===== src/rtl/s2d_pkg.sv =====
// Package: shared types for the two-dimensional strided address generator.
// Assumes: nothing beyond IEEE 1800-2017.
package s2d_pkg;

    // Sequencer state: idle waiting for a request, or issuing bursts.
    typedef enum logic {
        ST_IDLE = 1'b0,
        ST_RUN  = 1'b1
    } s2d_state_e;

endpackage


===== src/rtl/s2d_burst_calc.sv =====
// Module: s2d_burst_calc
// Sizes the next burst: the smallest of the bytes left in the current row,
// the largest burst allowed, and the room left before the next page boundary.
// Assumes: the address and row_left are multiples of the beat size, and
// CNT_W is wider than BOUND_LOG2.
module s2d_burst_calc #(
    parameter int CNT_W      = 17,
    parameter int BEAT_LOG2  = 2,
    parameter int MAX_BEATS  = 16,
    parameter int BOUND_LOG2 = 12,
    parameter int BLEN_W     = 4
) (
    input  logic [BOUND_LOG2-1:0] addr_lo,
    input  logic [CNT_W-1:0]      row_left,
    output logic [CNT_W-1:0]      step_bytes,
    output logic [BLEN_W-1:0]     len_m1
);

    localparam int BOUND_BYTES = 1 << BOUND_LOG2;
    localparam int MAX_BYTES   = MAX_BEATS << BEAT_LOG2;
    localparam logic [CNT_W-1:0] BOUND_C = CNT_W'(BOUND_BYTES);
    localparam logic [CNT_W-1:0] MAX_C   = CNT_W'(MAX_BYTES);

    logic [CNT_W-1:0] room;
    logic [CNT_W-1:0] capped;
    logic [CNT_W-1:0] beats;

    // Pick the limiting distance and encode it as beats minus one.
    always_comb begin
        room       = BOUND_C - CNT_W'(addr_lo);
        capped     = (row_left < MAX_C) ? row_left : MAX_C;
        step_bytes = (room < capped) ? room : capped;
        beats      = step_bytes >> BEAT_LOG2;
        len_m1     = BLEN_W'(beats - CNT_W'(1));
    end

endmodule


===== src/rtl/s2d_walker.sv =====
// Module: s2d_walker
// Holds the captured request and walks the rectangle: the current address,
// the start of the current row, the bytes left in the row and the rows left.
// Assumes: load, relaunch and advance are never high together (the
// sequencer guarantees this), and step_bytes is never zero while advancing.
module s2d_walker #(
    parameter int ADDR_W = 32,
    parameter int XLEN_W = 16,
    parameter int YLEN_W = 16,
    parameter int ID_W   = 4,
    parameter int CNT_W  = XLEN_W + 1
) (
    input  logic              clk,
    input  logic              rst_n,
    input  logic              load,
    input  logic              relaunch,
    input  logic              advance,
    input  logic [ADDR_W-1:0] in_addr,
    input  logic [XLEN_W-1:0] in_xlen_m1,
    input  logic [YLEN_W-1:0] in_ylen_m1,
    input  logic [ADDR_W-1:0] in_stride,
    input  logic              in_cyclic,
    input  logic [ID_W-1:0]   in_id,
    input  logic [CNT_W-1:0]  step_bytes,
    output logic [ADDR_W-1:0] cur,
    output logic [CNT_W-1:0]  row_left,
    output logic              row_end,
    output logic              last_row,
    output logic              cfg_cyclic,
    output logic [ID_W-1:0]   cfg_id
);

    logic [ADDR_W-1:0] cfg_addr;
    logic [XLEN_W-1:0] cfg_xlen_m1;
    logic [YLEN_W-1:0] cfg_ylen_m1;
    logic [ADDR_W-1:0] cfg_stride;
    logic [ADDR_W-1:0] row_base;
    logic [YLEN_W-1:0] rows_left;
    logic [ADDR_W-1:0] next_row;
    logic [CNT_W-1:0]  row_bytes;

    // Decode where the walk stands relative to the row and the rectangle.
    always_comb begin
        row_end   = (step_bytes == row_left);
        last_row  = (rows_left == '0);
        next_row  = row_base + cfg_stride;
        row_bytes = CNT_W'(cfg_xlen_m1) + CNT_W'(1);
    end

    // Capture the request fields when a new request is taken.
    always_ff @(posedge clk) begin
        if (!rst_n) begin
            cfg_addr    <= '0;
            cfg_xlen_m1 <= '0;
            cfg_ylen_m1 <= '0;
            cfg_stride  <= '0;
            cfg_cyclic  <= 1'b0;
            cfg_id      <= '0;
        end else if (load) begin
            cfg_addr    <= in_addr;
            cfg_xlen_m1 <= in_xlen_m1;
            cfg_ylen_m1 <= in_ylen_m1;
            cfg_stride  <= in_stride;
            cfg_cyclic  <= in_cyclic;
            cfg_id      <= in_id;
        end
    end

    // Move the walk position: start, restart, next burst or next row.
    always_ff @(posedge clk) begin
        if (!rst_n) begin
            cur       <= '0;
            row_base  <= '0;
            row_left  <= '0;
            rows_left <= '0;
        end else if (load) begin
            cur       <= in_addr;
            row_base  <= in_addr;
            row_left  <= CNT_W'(in_xlen_m1) + CNT_W'(1);
            rows_left <= in_ylen_m1;
        end else if (relaunch) begin
            cur       <= cfg_addr;
            row_base  <= cfg_addr;
            row_left  <= row_bytes;
            rows_left <= cfg_ylen_m1;
        end else if (advance) begin
            if (row_end) begin
                cur       <= next_row;
                row_base  <= next_row;
                row_left  <= row_bytes;
                rows_left <= rows_left - YLEN_W'(1);
            end else begin
                cur      <= cur + ADDR_W'(step_bytes);
                row_left <= row_left - step_bytes;
            end
        end
    end


    adv_not_last_chk: assert property (@(posedge clk) disable iff (!rst_n)
        advance |-> !(row_end && last_row));


    row_step_chk: assert property (@(posedge clk) disable iff (!rst_n)
        (advance && row_end) |=> (cur == row_base));

endmodule


===== src/rtl/s2d_seq.sv =====
// Module: s2d_seq
// Control sequencer: takes requests, offers bursts, decides between the
// next burst, a cyclic restart, a stop and a return to idle, and raises the
// completion pulse.
// Assumes: row_end and last_row describe the burst now on offer.
module s2d_seq
    import s2d_pkg::*;
#(
    parameter int ID_W = 4
) (
    input  logic            clk,
    input  logic            rst_n,
    input  logic            req_valid,
    input  logic            abort,
    input  logic            burst_ready,
    input  logic            row_end,
    input  logic            last_row,
    input  logic            cfg_cyclic,
    input  logic [ID_W-1:0] cfg_id,
    output logic            req_ready,
    output logic            burst_valid,
    output logic            load,
    output logic            relaunch,
    output logic            advance,
    output logic            eot_valid,
    output logic [ID_W-1:0] eot_id
);

    s2d_state_e state;
    s2d_state_e state_n;
    logic       stop_q;
    logic       running;
    logic       hs;
    logic       last_burst;
    logic       stop_now;

    // Derive the handshake and the walk commands for this cycle.
    always_comb begin
        running     = (state == ST_RUN);
        req_ready   = !running && !abort;
        burst_valid = running;
        hs          = running && burst_ready;
        last_burst  = row_end && last_row;
        stop_now    = abort || stop_q;
        load        = req_valid && req_ready;
        relaunch    = hs && last_burst && cfg_cyclic && !stop_now;
        advance     = hs && !last_burst && !stop_now;
    end

    // Choose the next state.
    always_comb begin
        state_n = state;
        unique case (state)
            ST_IDLE: if (load) state_n = ST_RUN;
            ST_RUN:  if (hs && !relaunch && !advance) state_n = ST_IDLE;
            default: state_n = ST_IDLE;
        endcase
    end

    // Update the state and remember a stop raised while a burst waits.
    always_ff @(posedge clk) begin
        if (!rst_n) begin
            state  <= ST_IDLE;
            stop_q <= 1'b0;
        end else begin
            state  <= state_n;
            stop_q <= running && (state_n == ST_RUN) && stop_now;
        end
    end

    // Raise the completion pulse after the final burst of a pass.
    always_ff @(posedge clk) begin
        if (!rst_n) begin
            eot_valid <= 1'b0;
            eot_id    <= '0;
        end else begin
            eot_valid <= hs && last_burst;
            if (hs && last_burst) eot_id <= cfg_id;
        end
    end


    accept_issue_chk: assert property (@(posedge clk) disable iff (!rst_n)
        (req_valid && req_ready) |=> (burst_valid && !req_ready));


    valid_hold_chk: assert property (@(posedge clk) disable iff (!rst_n)
        (burst_valid && !burst_ready) |=> burst_valid);


    eot_after_hs_chk: assert property (@(posedge clk) disable iff (!rst_n)
        eot_valid |-> $past(burst_valid && burst_ready));


    abort_drain_chk: assert property (@(posedge clk) disable iff (!rst_n)
        (burst_valid && burst_ready && abort) |=> !burst_valid);

endmodule


===== src/rtl/stride2d_agen.sv =====
// Module: stride2d_agen (top)
// Two-dimensional strided burst address generator. It walks rows of a
// rectangle, cuts each row into page-safe bursts of bounded length, can
// repeat the request forever, and can be stopped after the burst on offer.
// Assumes: the start address, the row length and the stride are multiples
// of the beat size 2^BEAT_LOG2, and BOUND_LOG2 < XLEN_W.
module stride2d_agen #(
    parameter int ADDR_W     = 32,
    parameter int XLEN_W     = 16,
    parameter int YLEN_W     = 16,
    parameter int ID_W       = 4,
    parameter int BEAT_LOG2  = 2,
    parameter int MAX_BEATS  = 16,
    parameter int BOUND_LOG2 = 12,
    localparam int BLEN_W    = $clog2(MAX_BEATS)
) (
    input  logic              clk,
    input  logic              rst_n,
    input  logic              req_valid,
    output logic              req_ready,
    input  logic [ADDR_W-1:0] req_addr,
    input  logic [XLEN_W-1:0] req_xlen_m1,
    input  logic [YLEN_W-1:0] req_ylen_m1,
    input  logic [ADDR_W-1:0] req_stride,
    input  logic              req_cyclic,
    input  logic [ID_W-1:0]   req_id,
    input  logic              abort,
    output logic              burst_valid,
    input  logic              burst_ready,
    output logic [ADDR_W-1:0] burst_addr,
    output logic [BLEN_W-1:0] burst_len,
    output logic              eot_valid,
    output logic [ID_W-1:0]   eot_id,
    output logic [ADDR_W-1:0] cur_addr
);

    localparam int CNT_W       = XLEN_W + 1;
    localparam int BOUND_BYTES = 1 << BOUND_LOG2;

    logic [ADDR_W-1:0] cur;
    logic [CNT_W-1:0]  row_left;
    logic [CNT_W-1:0]  step_bytes;
    logic              row_end;
    logic              last_row;
    logic              cfg_cyclic;
    logic [ID_W-1:0]   cfg_id;
    logic              load;
    logic              relaunch;
    logic              advance;

    s2d_burst_calc #(
        .CNT_W      (CNT_W),
        .BEAT_LOG2  (BEAT_LOG2),
        .MAX_BEATS  (MAX_BEATS),
        .BOUND_LOG2 (BOUND_LOG2),
        .BLEN_W     (BLEN_W)
    ) u_calc (
        .addr_lo    (cur[BOUND_LOG2-1:0]),
        .row_left   (row_left),
        .step_bytes (step_bytes),
        .len_m1     (burst_len)
    );

    s2d_walker #(
        .ADDR_W (ADDR_W),
        .XLEN_W (XLEN_W),
        .YLEN_W (YLEN_W),
        .ID_W   (ID_W),
        .CNT_W  (CNT_W)
    ) u_walk (
        .clk        (clk),
        .rst_n      (rst_n),
        .load       (load),
        .relaunch   (relaunch),
        .advance    (advance),
        .in_addr    (req_addr),
        .in_xlen_m1 (req_xlen_m1),
        .in_ylen_m1 (req_ylen_m1),
        .in_stride  (req_stride),
        .in_cyclic  (req_cyclic),
        .in_id      (req_id),
        .step_bytes (step_bytes),
        .cur        (cur),
        .row_left   (row_left),
        .row_end    (row_end),
        .last_row   (last_row),
        .cfg_cyclic (cfg_cyclic),
        .cfg_id     (cfg_id)
    );

    s2d_seq #(
        .ID_W (ID_W)
    ) u_seq (
        .clk         (clk),
        .rst_n       (rst_n),
        .req_valid   (req_valid),
        .abort       (abort),
        .burst_ready (burst_ready),
        .row_end     (row_end),
        .last_row    (last_row),
        .cfg_cyclic  (cfg_cyclic),
        .cfg_id      (cfg_id),
        .req_ready   (req_ready),
        .burst_valid (burst_valid),
        .load        (load),
        .relaunch    (relaunch),
        .advance     (advance),
        .eot_valid   (eot_valid),
        .eot_id      (eot_id)
    );

    // Drive the burst address and the readback copy from the walk position.
    always_comb begin
        burst_addr = cur;
        cur_addr   = cur;
    end


    burst_stable_chk: assert property (@(posedge clk) disable iff (!rst_n)
        (burst_valid && !burst_ready) |=> ($stable(burst_addr) && $stable(burst_len)));


    no_cross_chk: assert property (@(posedge clk) disable iff (!rst_n)
        burst_valid |-> ((32'(burst_addr[BOUND_LOG2-1:0]) +
                          ((32'(burst_len) + 32'd1) << BEAT_LOG2)) <= 32'(BOUND_BYTES)));

endmodule


===== config.mk =====
export PLATFORM = sky130hd
export DESIGN_NAME = stride2d_agen
export DESIGN_NICKNAME = d
export VERILOG_FILES = /design/src/rtl/s2d_pkg.sv /design/src/rtl/s2d_burst_calc.sv /design/src/rtl/s2d_walker.sv /design/src/rtl/s2d_seq.sv /design/src/rtl/stride2d_agen.sv
export SDC_FILE = /design/constraint.sdc
export NUM_CORES = 1
export LEC_CHECK = 0
export ABC_CLOCK_PERIOD_IN_PS = 7000
export BUFFER_PORTS_ARGS = -buffer_cell sky130_fd_sc_hd__buf_2
export CAP_MARGIN = 20
export CORE_UTILIZATION = 59
export CTS_CLUSTER_DIAMETER = 150
export CTS_CLUSTER_SIZE = 16
export DETAILED_ROUTE_END_ITERATION = 7
export GPL_ROUTABILITY_DRIVEN = 0
export PLACE_DENSITY = 0.83
export SYNTH_ARGS = -nofsm -noshare
export SYNTH_HDL_FRONTEND = slang
export SYNTH_SLANG_ARGS = --single-unit

===== constraint.sdc =====
create_clock -name clk -period 7 [get_ports clk]
set_input_delay 0.7 -clock clk [delete_from_list [all_inputs] [get_ports clk]]
set_output_delay 0.7 -clock clk [all_outputs]
set_load 0.01 [all_outputs]

==> results of run 1 <==
==> stage by stage <==
stage,worst slack (ns),cell area (µm²),total power [W],hold WS (ns)
2_1_floorplan,1.64,13800,0.00237,0.433
3_3_place_gp,0.891,14600,0.00270,0.440
3_5_place_dp,0.649,14600,0.00274,0.444
4_1_cts,0.628,15100,0.00359,0.420
5_1_grt,0.0691,15100,0.00382,0.432
6_report,0.617,15100,0.00363,0.415
==> state kept, by name, indices dropped and copies added, names as in the netlist, 16 cells and up <==
register            flops
u_walk.row_left        17
u_walk.cur             32
u_walk.cfg_xlen_m1     16
u_walk.rows_left       16
u_walk.cfg_addr        32
u_walk.cfg_ylen_m1     16
u_walk.cfg_stride      32
u_walk.row_base        32
==> worst paths after layout <==
kind | end | slack (ns) | cells after the start
min | u_seq.stop_q | 0.41 | 2
max | u_walk.row_left[16] | 0.62 | 27
min reg2reg | u_walk.cfg_ylen_m1[9] | 0.45 | 2
max reg2reg | u_walk.row_left[16] | 0.62 | 27
==> worst register-to-register path: cells and delay by family (launching register included) <==
kind,cells,cell delay [ns]
AOI/OAI and AO/OA,11,2.97
xor gates and xnor gates,1,0.12
adders and majority gates,4,1.09
buffers and inverters,4,0.56
DFF,1,0.39
and+or+nand+nor,7,1.17
==> synthesized netlist by cell type (all sizes together), types with 42 or more instances <==
cell type,instances
nor3,51
dfxtp,205
nand2,318
nand3,45
inv,42
xnor2,57
o21ai,120
ha,81
nor2,126
clkbuf,76
buf,54
a21oi,212
==> timing repair <==
action	4_1_cts	5_1_grt
setup endpoints to repair	0	2
gates resized for setup	0	1
endpoints found under the hold margin	0	0
==> layer usage <==
| metal | vias up | routed length (µm) | track usage (%) |
|---|---|---|---|
| li1 | 6700 | - | - |
| met3 | 157 | 5570 | 6.84 |
| met1 | 6676 | 17800 | 49.6 |
| met2 | 990 | 18400 | 54.4 |
| met5 | - | 0 | 0 |
| met4 | 0 | 1860 | 14.3 |
==> kinds of logic (layout without fill, tap and decap cells) <==
family	after synthesis	after routing	share of synthesized area (%)
xor+xnor	96	96	6.12
fa+ha+maj	84	84	7.82
flops	205	205	29.9
other cells	2	14	0.0547
mux	20	20	1.49
buf+inv	172	271	5.81
simple gates	669	669	22.3
compound gates	572	572	26.5
==> power by group through the flow <==
stage / logic (W) / registers (W) / clock network, W
2_1_floorplan: 0.00104 / 0.00133 / 0
3_3_place_gp: 0.00136 / 0.00135 / 0
3_5_place_dp: 0.00139 / 0.00135 / 0
4_1_cts: 0.00140 / 0.00132 / 0.000869
5_1_grt: 0.00157 / 0.00134 / 0.000908
6_report: 0.00144 / 0.00133 / 0.000865
==> layout make-up <==
class	instances	area share [%]
diodes	1	0.0166
clock buffers	17	2.82
clock inverters	1	0.0332
inverters	42	1.06
multi-input cells	1454	59.0
flip-flops and latches	205	27.2
well taps	285	2.36
repair buffers	211	7.52
==> flow_results.xml, run 1 <==
<?xml version="1.0" encoding="UTF-8"?>
<metrics>
  <group name="clock_tree">
    <metric name="clk-insertion-delay-late" unit="ns">0.50</metric>
    <metric name="h-tree-depth" unit="">1</metric>
    <metric name="clkSlewWorstSetupHoldPaths" unit="ns">0.08</metric>
    <metric name="max-clock-path-buffers" unit="">3</metric>
    <metric name="ctsHoldBuffers" unit="">0</metric>
    <metric name="tritoncts" unit="">done</metric>
    <metric name="cts.root.buffer_cell" unit="">clkbuf_16</metric>
    <metric name="post-cts-setup-buffer-count" unit="">0</metric>
    <metric name="cts_inserted_buffers" unit="">16</metric>
    <metric name="numClockSinks" unit="">205</metric>
  </group>
  <group name="setup_path">
    <metric name="launching_element_of_the_worst_setup_path" unit="">u_walk.cur[1]</metric>
    <metric name="critical_path.reg2reg.startpoint" unit="">u_walk.cur[1]</metric>
    <metric name="cp_data_required_time" unit="ns">7.41</metric>
    <metric name="timing.critical_path.max_delay_family" unit="">compound AO/OA/AOI/OAI gates</metric>
    <metric name="timing_worst_setup_path_type" unit="">flop to flop</metric>
    <metric name="max_stage_delay" unit="ns">0.62</metric>
    <metric name="type_of_destination_of_the_critical_path" unit="">flop</metric>
    <metric name="critical_path.n_buffers_inverters" unit="">4</metric>
    <metric name="startpoint_type" unit="">flop</metric>
    <metric name="cp_slowest_cell" unit="">o21ai_1</metric>
    <metric name="timing.critical_path.arrival" unit="ns">6.79</metric>
    <metric name="biggest_fanout_along_the_worst_timing_path" unit="">11</metric>
  </group>
  <group name="drt">
    <metric name="wl_per_cell" unit="µm">19.7</metric>
    <metric name="detail_route.vias_per_cell" unit="">6.55</metric>
    <metric name="drt_pre_antenna_iters" unit="">6</metric>
    <metric name="drtIter0Drc" unit="">1626</metric>
    <metric name="num_vias" unit="">14500</metric>
    <metric name="antenna_left" unit="">0</metric>
    <metric name="detail_route.drc_violations" unit="">0</metric>
    <metric name="wirelength" unit="mm">43.6</metric>
  </group>
  <group name="synthesis">
    <metric name="count_of_cell_types_in_the_netlist" unit="">90</metric>
    <metric name="number_of_flops_mapped_to_enable_cells_by_yosys" unit="">0</metric>
    <metric name="postSynth.topFlopCell" unit="">dfxtp_1</metric>
    <metric name="ys_top_cells_by_area" unit="">dfxtp_1 30%, nand2_1 8.7%, a21oi_1 7.7%</metric>
    <metric name="yosysSeqAreaShare" unit="%">29.9</metric>
    <metric name="proportion_of_netlist_area_held_by_the_largest_area_contributor" unit="%">29.9</metric>
    <metric name="ys_seq_elements" unit="">205</metric>
    <metric name="synth_cells" unit="">1820</metric>
    <metric name="async_flop_share" unit="%">0</metric>
    <metric name="yosys.area.top_type" unit="">dfxtp_1</metric>
    <metric name="synth.avg_cell_area" unit="µm²">7.54</metric>
    <metric name="synth.cell_area" unit="µm²">13700</metric>
    <metric name="yosys_warnings" unit="">0</metric>
  </group>
  <group name="die">
    <metric name="placementRows" unit="">55</metric>
    <metric name="die_area" unit="µm²">23900</metric>
    <metric name="initial_utilization" unit="%">60.5</metric>
    <metric name="fp.coreArea" unit="µm²">22700</metric>
    <metric name="die_h" unit="µm">155</metric>
    <metric name="io-pin-count" unit="">181</metric>
    <metric name="die-width" unit="µm">155</metric>
  </group>
  <group name="pwr">
    <metric name="power.static_leakage" unit="nW">6.38</metric>
    <metric name="share_comb_of_total_power" unit="%">39.6</metric>
    <metric name="internal_power" unit="W">0.00225</metric>
    <metric name="p_sw" unit="W">0.00138</metric>
    <metric name="p_per_area" unit="nW/µm²">241</metric>
    <metric name="clock_power_share" unit="%">23.8</metric>
    <metric name="seq_power_share" unit="%">36.6</metric>
    <metric name="sw_frac_of_total" unit="%">38.0</metric>
    <metric name="power.ir.vdd_worst" unit="mV">0.162</metric>
  </group>
  <group name="global_route">
    <metric name="first_global_vias" unit="">13000</metric>
    <metric name="grt.total_usage" unit="%">35.7</metric>
    <metric name="grt_start_max_net_pins" unit="">87</metric>
    <metric name="grt_antenna_before_repair" unit="">1</metric>
    <metric name="globalRoute.totalOverflow" unit="">0</metric>
    <metric name="first_pass_grt_wire_length" unit="mm">68.7</metric>
  </group>
  <group name="cells_and_area">
    <metric name="finalNetCount" unit="">2120</metric>
    <metric name="multi_input_comb_area" unit="µm²">8890</metric>
    <metric name="layout_common_cells" unit="">317 x nand2_1, 211 x a21oi_1, 205 x dfxtp_1</metric>
    <metric name="fin_util" unit="%">66.4</metric>
    <metric name="drive_gt1_share" unit="%">13.9</metric>
    <metric name="layout_commonest_cell" unit="">nand2_1</metric>
    <metric name="final-seq-area" unit="µm²">4100</metric>
    <metric name="n_fill_cell" unit="">1979</metric>
    <metric name="layout.cells.non_filler" unit="">2216</metric>
    <metric name="area_delta_synth_final" unit="%">9.84</metric>
  </group>
  <group name="place">
    <metric name="detailed_placement_hpwl" unit="mm">31.7</metric>
    <metric name="place.port_buffers" unit="">180</metric>
    <metric name="placedCellCount" unit="">2197</metric>
  </group>
  <group name="timing">
    <metric name="timing.final.setup_violations" unit="">0</metric>
    <metric name="fin_worst_skew" unit="ns">0.0128</metric>
    <metric name="fin_hold_viols" unit="">0</metric>
    <metric name="timing.slew.headroom" unit="%">32.3</metric>
    <metric name="fin_crit_sh" unit="%">91.2</metric>
    <metric name="fmax" unit="MHz">157</metric>
    <metric name="final_max_slew_viol_count" unit="">0</metric>
    <metric name="grt_setup_unrepaired" unit="">no</metric>
    <metric name="period_needed" unit="ns">6.38</metric>
    <metric name="setup-tns-final" unit="ns">0</metric>
    <metric name="tightest_slew" unit="ns">1.01</metric>
  </group>
  <group name="flow_run">
    <metric name="max_cap_viol_count" unit="">0</metric>
  </group>
  <group name="hold_path">
    <metric name="min_from" unit="">burst_ready</metric>
    <metric name="timing.hold.worst.class" unit="">input port to flop</metric>
  </group>
  <group name="status">
    <metric name="run_status" unit="">complete, no violations</metric>
  </group>
</metrics>
Power figures use the tool's default switching activity.
==> run 2: changes to the inputs <==
Settings changed: BUFFER_PORTS_ARGS -buffer_cell sky130_fd_sc_hd__buf_2 to -buffer_cell sky130_fd_sc_hd__clkbuf_2.
==> flow_results.xml, run 2 (synthesized netlist as in run 1, its figures left out) <==
<?xml version="1.0" encoding="UTF-8"?>
<metrics>
  <group name="timing">
    <metric name="fmax" unit="MHz">153</metric>
    <metric name="fin_crit_sh" unit="%">93.6</metric>
    <metric name="timing.final.setup_violations" unit="">0</metric>
    <metric name="period_needed" unit="ns">6.56</metric>
    <metric name="fin_worst_skew" unit="ns">0.0126</metric>
    <metric name="final_max_slew_viol_count" unit="">0</metric>
    <metric name="post-route-worst-setup-slack" unit="ns">0.445</metric>
    <metric name="setup-tns-final" unit="ns">0</metric>
    <metric name="tightest_slew" unit="ns">1.08</metric>
    <metric name="timing.slew.headroom" unit="%">27.7</metric>
    <metric name="fin_hold_viols" unit="">0</metric>
    <metric name="grt_setup_unrepaired" unit="">no</metric>
  </group>
  <group name="die">
    <metric name="initial_utilization" unit="%">60.5</metric>
    <metric name="die_area" unit="µm²">23900</metric>
    <metric name="io-pin-count" unit="">181</metric>
    <metric name="placementRows" unit="">55</metric>
    <metric name="die_h" unit="µm">155</metric>
    <metric name="fp.coreArea" unit="µm²">22700</metric>
    <metric name="die-width" unit="µm">155</metric>
  </group>
  <group name="drt">
    <metric name="drtIter0Drc" unit="">1476</metric>
    <metric name="drt_pre_antenna_iters" unit="">7</metric>
    <metric name="wirelength" unit="mm">43.0</metric>
    <metric name="antenna_left" unit="">0</metric>
    <metric name="wl_per_cell" unit="µm">19.4</metric>
    <metric name="detail_route.vias_per_cell" unit="">6.46</metric>
    <metric name="num_vias" unit="">14300</metric>
    <metric name="detail_route.drc_violations" unit="">0</metric>
  </group>
  <group name="pwr">
    <metric name="power.ir.vdd_worst" unit="mV">0.157</metric>
    <metric name="sw_frac_of_total" unit="%">37.9</metric>
    <metric name="p_sw" unit="W">0.00137</metric>
    <metric name="seq_power_share" unit="%">36.6</metric>
    <metric name="p_per_area" unit="nW/µm²">241</metric>
    <metric name="share_comb_of_total_power" unit="%">39.7</metric>
    <metric name="power.static_leakage" unit="nW">6.35</metric>
    <metric name="internal_power" unit="W">0.00225</metric>
    <metric name="clock_power_share" unit="%">23.7</metric>
  </group>
  <group name="cells_and_area">
    <metric name="n_fill_cell" unit="">1954</metric>
    <metric name="drive_gt1_share" unit="%">13.7</metric>
    <metric name="area_delta_synth_final" unit="%">9.78</metric>
    <metric name="layout.cells.non_filler" unit="">2213</metric>
    <metric name="n_antenna_cell" unit="">0</metric>
    <metric name="multi_input_comb_area" unit="µm²">8890</metric>
    <metric name="final_cell_area" unit="µm²">15100</metric>
    <metric name="layout_common_cells" unit="">317 x nand2_1, 211 x a21oi_1, 205 x dfxtp_1</metric>
    <metric name="layout_commonest_cell" unit="">nand2_1</metric>
    <metric name="final-seq-area" unit="µm²">4100</metric>
    <metric name="finalNetCount" unit="">2118</metric>
  </group>
  <group name="global_route">
    <metric name="first_pass_grt_wire_length" unit="mm">67.8</metric>
    <metric name="grt_start_max_net_pins" unit="">95</metric>
    <metric name="grt.total_usage" unit="%">35.4</metric>
    <metric name="grt_antenna_before_repair" unit="">0</metric>
    <metric name="globalRoute.totalOverflow" unit="">0</metric>
    <metric name="first_global_vias" unit="">13000</metric>
  </group>
  <group name="clock_tree">
    <metric name="cts.root.buffer_cell" unit="">clkbuf_16</metric>
    <metric name="tritoncts" unit="">done</metric>
    <metric name="h-tree-depth" unit="">1</metric>
    <metric name="post-cts-setup-buffer-count" unit="">0</metric>
    <metric name="numClockSinks" unit="">205</metric>
    <metric name="count_of_instances_resized_after_the_clock_tree_is_built" unit="">0</metric>
    <metric name="cts_inserted_buffers" unit="">16</metric>
    <metric name="max-clock-path-buffers" unit="">3</metric>
    <metric name="clk-insertion-delay-late" unit="ns">0.50</metric>
    <metric name="ctsHoldBuffers" unit="">0</metric>
    <metric name="clkSlewWorstSetupHoldPaths" unit="ns">0.08</metric>
  </group>
  <group name="setup_path">
    <metric name="cp_slowest_cell" unit="">o21ai_1</metric>
    <metric name="r2r_setup_slack" unit="ns">0.44</metric>
    <metric name="biggest_fanout_along_the_worst_timing_path" unit="">11</metric>
    <metric name="max_stage_delay" unit="ns">0.62</metric>
    <metric name="timing.critical_path.arrival" unit="ns">6.95</metric>
    <metric name="timing_worst_setup_path_type" unit="">flop to flop</metric>
    <metric name="cp_data_required_time" unit="ns">7.39</metric>
    <metric name="type_of_destination_of_the_critical_path" unit="">flop</metric>
    <metric name="startpoint_type" unit="">flop</metric>
  </group>
  <group name="hold_path">
    <metric name="timing.hold.worst.class" unit="">input port to flop</metric>
  </group>
  <group name="place">
    <metric name="place_area" unit="µm²">14600</metric>
    <metric name="place.port_buffers" unit="">180</metric>
    <metric name="dp_worst_setup_slack" unit="ns">0.620</metric>
    <metric name="placedCellCount" unit="">2195</metric>
    <metric name="detailed_placement_hpwl" unit="mm">30.9</metric>
  </group>
  <group name="status">
    <metric name="run_status" unit="">complete, no violations</metric>
  </group>
  <group name="flow_run">
    <metric name="max_cap_viol_count" unit="">0</metric>
  </group>
</metrics>
-- run 2: cell types whose count changed in the layout (fill, tap and decap cells not counted), sizes merged --
cell | previous run | this run
clkbuf | 17 | 197
buf | 211 | 29
diode | 1 | 0
-- run 2: per-layer routing --
metal | global-route usage [%] | up-vias | share of wire, %
met5 | 0 | - | 0
met4 | 13.0 | 0 | 3.6
met3 | 8.57 | 147 | 13
met2 | 54.7 | 906 | 42
met1 | 47.8 | 6558 | 41
li1 | - | 6686 | -
-- run 2: cell type report --
type	instances	area share [%]
clock inverter	1	0.0332
tap	285	2.37
clock buffer	17	2.82
multi-input combinational	1454	59.0
inverter	42	1.06
timing repair buffer	209	7.51
sequential	205	27.2
-- run 2: critical path, delay by kind of cell, from the launching register on --
family,cells,cell delay (ns)
DFF,1,0.40
buffers and inverters,2,0.35
adders and majority gates,3,0.93
AOI/OAI and AO/OA,11,3.08
xor gates and xnor gates,1,0.13
and+or+nand+nor,9,1.54
-- run 2: final timing paths --
| check | start | cells after the start | to |
|---|---|---|---|
| max | u_walk.cur[2] | 26 | u_walk.row_left[16] |
| min | req_stride[28] | 3 | u_walk.cfg_stride[28] |
| max reg2reg | u_walk.cur[2] | 26 | u_walk.row_left[16] |
| min reg2reg | u_walk.cfg_ylen_m1[6] | 2 | u_walk.cfg_ylen_m1[6] |
-- run 2: metrics by stage --
step	power (W)	hold slack, ns	util, %
floorplan	0.00237	0.433	-
global placement	0.00270	0.440	64.5
detailed placement	0.00274	0.446	64.5
CTS	0.00360	0.410	66.4
global route	0.00382	0.408	66.4
finish	0.00363	0.417	66.4
-- run 2: power by group through the flow --
| stage | clock [W] | combinational, W | sequential [W] |
|---|---|---|---|
| 3_3_place_gp | 0 | 0.00136 | 0.00135 |
| 5_1_grt | 0.000912 | 0.00157 | 0.00133 |
| 6_report | 0.000860 | 0.00144 | 0.00133 |
| 2_1_floorplan | 0 | 0.00104 | 0.00133 |
| 4_1_cts | 0.000874 | 0.00140 | 0.00132 |
| 3_5_place_dp | 0 | 0.00139 | 0.00135 |
==> run 3: changes to the inputs <==
Settings changed: ABC_CLOCK_PERIOD_IN_PS 7000 to 5700, CORE_UTILIZATION 59 to 53, PLACE_DENSITY 0.83 to 0.79.
Clock period 7 ns to 5.7 ns, I/O delays scaled along.
==> flow_results.xml, run 3 (synthesized netlist as in run 1, its figures left out) <==
<?xml version="1.0" encoding="UTF-8"?>
<metrics>
  <group name="timing">
    <metric name="fin_hold_viols" unit="">0</metric>
    <metric name="fin_worst_skew" unit="ns">0.0254</metric>
    <metric name="fin_crit_sh" unit="%">98.9</metric>
    <metric name="timing.final.setup_violations" unit="">0</metric>
    <metric name="grt_setup_unrepaired" unit="">yes</metric>
    <metric name="final_max_slew_viol_count" unit="">0</metric>
    <metric name="fmax" unit="MHz">177</metric>
    <metric name="tightest_slew" unit="ns">1.09</metric>
    <metric name="setup-tns-final" unit="ns">0</metric>
    <metric name="timing.slew.headroom" unit="%">26.2</metric>
    <metric name="hold-worst-slack" unit="ns">0.265</metric>
    <metric name="period_needed" unit="ns">5.64</metric>
  </group>
  <group name="die">
    <metric name="die_area" unit="µm²">26500</metric>
    <metric name="placementRows" unit="">58</metric>
    <metric name="die_h" unit="µm">163</metric>
    <metric name="io-pin-count" unit="">181</metric>
    <metric name="fp.coreArea" unit="µm²">25300</metric>
    <metric name="initial_utilization" unit="%">54.2</metric>
    <metric name="die-width" unit="µm">163</metric>
  </group>
  <group name="pwr">
    <metric name="final_power" unit="W">0.00462</metric>
    <metric name="p_per_area" unit="nW/µm²">296</metric>
    <metric name="power.static_leakage" unit="nW">6.60</metric>
    <metric name="power.ir.vdd_worst" unit="mV">0.196</metric>
  </group>
  <group name="setup_path">
    <metric name="timing_worst_setup_path_type" unit="">flop to flop</metric>
    <metric name="critical_path.reg2reg.startpoint" unit="">u_walk.cur[2]</metric>
    <metric name="crit_chain" unit="">nor3_2 &gt; nand2b_1 &gt; nor2_1 &gt; nand2_1 &gt; nor3_2 &gt; xnor2_1 &gt; ha_1 &gt; a2111oi_1 &gt; nand2_1 &gt; o21ai_0 &gt; o21ai_1 &gt; buf_4 &gt; mux2_2 &gt; ha_1 &gt; nor2b_1 &gt; o21a_1 &gt; o21a_1 &gt; o41a_1 &gt; a2111oi_2 &gt; o41ai_1 &gt; xor2_1 &gt; o211ai_1 &gt; o32ai_1</metric>
    <metric name="timing.critical_path.arrival" unit="ns">5.99</metric>
    <metric name="cp_data_required_time" unit="ns">6.06</metric>
    <metric name="biggest_fanout_along_the_worst_timing_path" unit="">9</metric>
    <metric name="startpoint_type" unit="">flop</metric>
    <metric name="launching_element_of_the_worst_setup_path" unit="">u_walk.cur[2]</metric>
    <metric name="max_stage_delay" unit="ns">0.43</metric>
    <metric name="critical_path.n_buffers_inverters" unit="">1</metric>
    <metric name="cp_slowest_cell" unit="">a2111oi_2</metric>
    <metric name="type_of_destination_of_the_critical_path" unit="">flop</metric>
    <metric name="timing.critical_path.max_delay_family" unit="">compound AO/OA/AOI/OAI gates</metric>
    <metric name="r2r_setup_slack" unit="ns">0.06</metric>
  </group>
  <group name="clock_tree">
    <metric name="ctsHoldBuffers" unit="">0</metric>
    <metric name="cts.root.buffer_cell" unit="">clkbuf_16</metric>
    <metric name="h-tree-depth" unit="">1</metric>
    <metric name="clkSlewWorstSetupHoldPaths" unit="ns">0.09</metric>
    <metric name="tritoncts" unit="">done</metric>
    <metric name="max-clock-path-buffers" unit="">3</metric>
    <metric name="clk-insertion-delay-late" unit="ns">0.51</metric>
    <metric name="numClockSinks" unit="">205</metric>
    <metric name="cts_inserted_buffers" unit="">16</metric>
  </group>
  <group name="drt">
    <metric name="drt_pre_antenna_iters" unit="">6</metric>
    <metric name="met3_layer_wire_length_in_the_routed_design" unit="mm">4.65</metric>
    <metric name="antenna_left" unit="">0</metric>
    <metric name="detail_route.drc_violations" unit="">0</metric>
    <metric name="detail_route.vias_per_cell" unit="">6.28</metric>
    <metric name="wl_per_cell" unit="µm">19.2</metric>
    <metric name="num_vias" unit="">14500</metric>
    <metric name="wirelength" unit="mm">44.2</metric>
    <metric name="route.met2.wl" unit="mm">19.2</metric>
    <metric name="wl_met1" unit="mm">18.8</metric>
    <metric name="topRoutingLayerUsed" unit="">met5</metric>
    <metric name="drtIter0Drc" unit="">1537</metric>
  </group>
  <group name="global_route">
    <metric name="grt_start_max_net_pins" unit="">84</metric>
    <metric name="globalRoute.totalOverflow" unit="">0</metric>
    <metric name="grt_antenna_before_repair" unit="">1</metric>
    <metric name="first_pass_grt_wire_length" unit="mm">69.3</metric>
    <metric name="grt.total_usage" unit="%">32.5</metric>
    <metric name="first_global_vias" unit="">13100</metric>
  </group>
  <group name="status">
    <metric name="run_status" unit="">complete, no violations</metric>
  </group>
  <group name="cells_and_area">
    <metric name="layout_common_cells" unit="">317 x nand2_1, 207 x a21oi_1, 205 x dfxtp_1</metric>
    <metric name="area_delta_synth_final" unit="%">13.6</metric>
    <metric name="drive_gt1_share" unit="%">16.7</metric>
    <metric name="multi_input_comb_area" unit="µm²">9000</metric>
    <metric name="final_cell_area" unit="µm²">15600</metric>
    <metric name="layout_commonest_cell" unit="">nand2_1</metric>
    <metric name="fin_util" unit="%">61.6</metric>
    <metric name="finalNetCount" unit="">2159</metric>
    <metric name="final-seq-area" unit="µm²">4100</metric>
    <metric name="n_fill_cell" unit="">2259</metric>
  </group>
  <group name="place">
    <metric name="detailed_placement_hpwl" unit="mm">31.9</metric>
    <metric name="place.port_buffers" unit="">180</metric>
    <metric name="place_area" unit="µm²">15000</metric>
  </group>
  <group name="hold_path">
    <metric name="min_from" unit="">burst_ready</metric>
    <metric name="timing.hold.worst.class" unit="">input port to flop</metric>
  </group>
  <group name="flow_run">
    <metric name="max_cap_viol_count" unit="">0</metric>
  </group>
</metrics>
run 3: cell types whose count changed in the layout (fill, tap and decap cells not counted), sizes merged:
cell	previous run	this run
diode	0	1
buf	29	70
run 3: repair_timing:
item	4_1_cts	5_1_grt
gates cloned	0	0
pin swaps	0	8
hold endpoints to repair	0	0
setup endpoints to repair	10	102
setup buffers	0	7
resized for setup	8	19
run 3: final cells by class:
class                      instances  area share (%)
tap                              330            2.65
antenna                            1          0.0160
sequential                       205            26.3
clock inverter                     1          0.0321
multi-input combinational       1454            57.7
inverter                          42            1.03
timing repair buffer             250            9.55
clock buffer                      17            2.73
run 3: per-stage QoR:
stage	cells	setup WS, ns
floorplan	1831	0.338
global placement	2274	-0.0121
detailed placement	2274	-0.203
CTS	2292	0.0299
global route	2299	-0.119
finish	2300	0.0627
run 3: path summary, 6_finish.rpt:
kind	depth (start not counted)	end
worst max-delay path	23	u_walk.row_left[15]
worst min-delay path	2	u_seq.stop_q
worst max register to register	23	u_walk.row_left[15]
worst min register to register	2	u_walk.cfg_id[2]
run 3: metal layers:
metal,track usage [%],vias to the layer above
li1,-,6777
met1,45.6,6769
met2,50.1,769
met3,5.25,136
met4,11.7,2
met5,0,-
run 3: power by group:
part | total, W | internal (W) | switching, W
sequential | 0.00162 | 0.00152 | 0.0000961
combinational | 0.00193 | 0.000807 | 0.00113
clock | 0.00107 | 0.000530 | 0.000537
total | 0.00462 | 0.00286 | 0.00176
run 3: worst reg2reg max path, stage by stage, from the launching register on:
cell and delay, ns:
dfxtp_1 0.33, nor3_2 0.28, nand2b_1 0.16, nor2_1 0.11, nand2_1 0.12, nor3_2 0.22
xnor2_1 0.22, ha_1 0.32, a2111oi_1 0.42, nand2_1 0.08, o21ai_0 0.18, o21ai_1 0.11
buf_4 0.18, mux2_2 0.35, ha_1 0.32, nor2b_1 0.15, o21a_1 0.18, o21a_1 0.21
o41a_1 0.38, a2111oi_2 0.44, o41ai_1 0.20, xor2_1 0.18, o211ai_1 0.27, o32ai_1 0.11
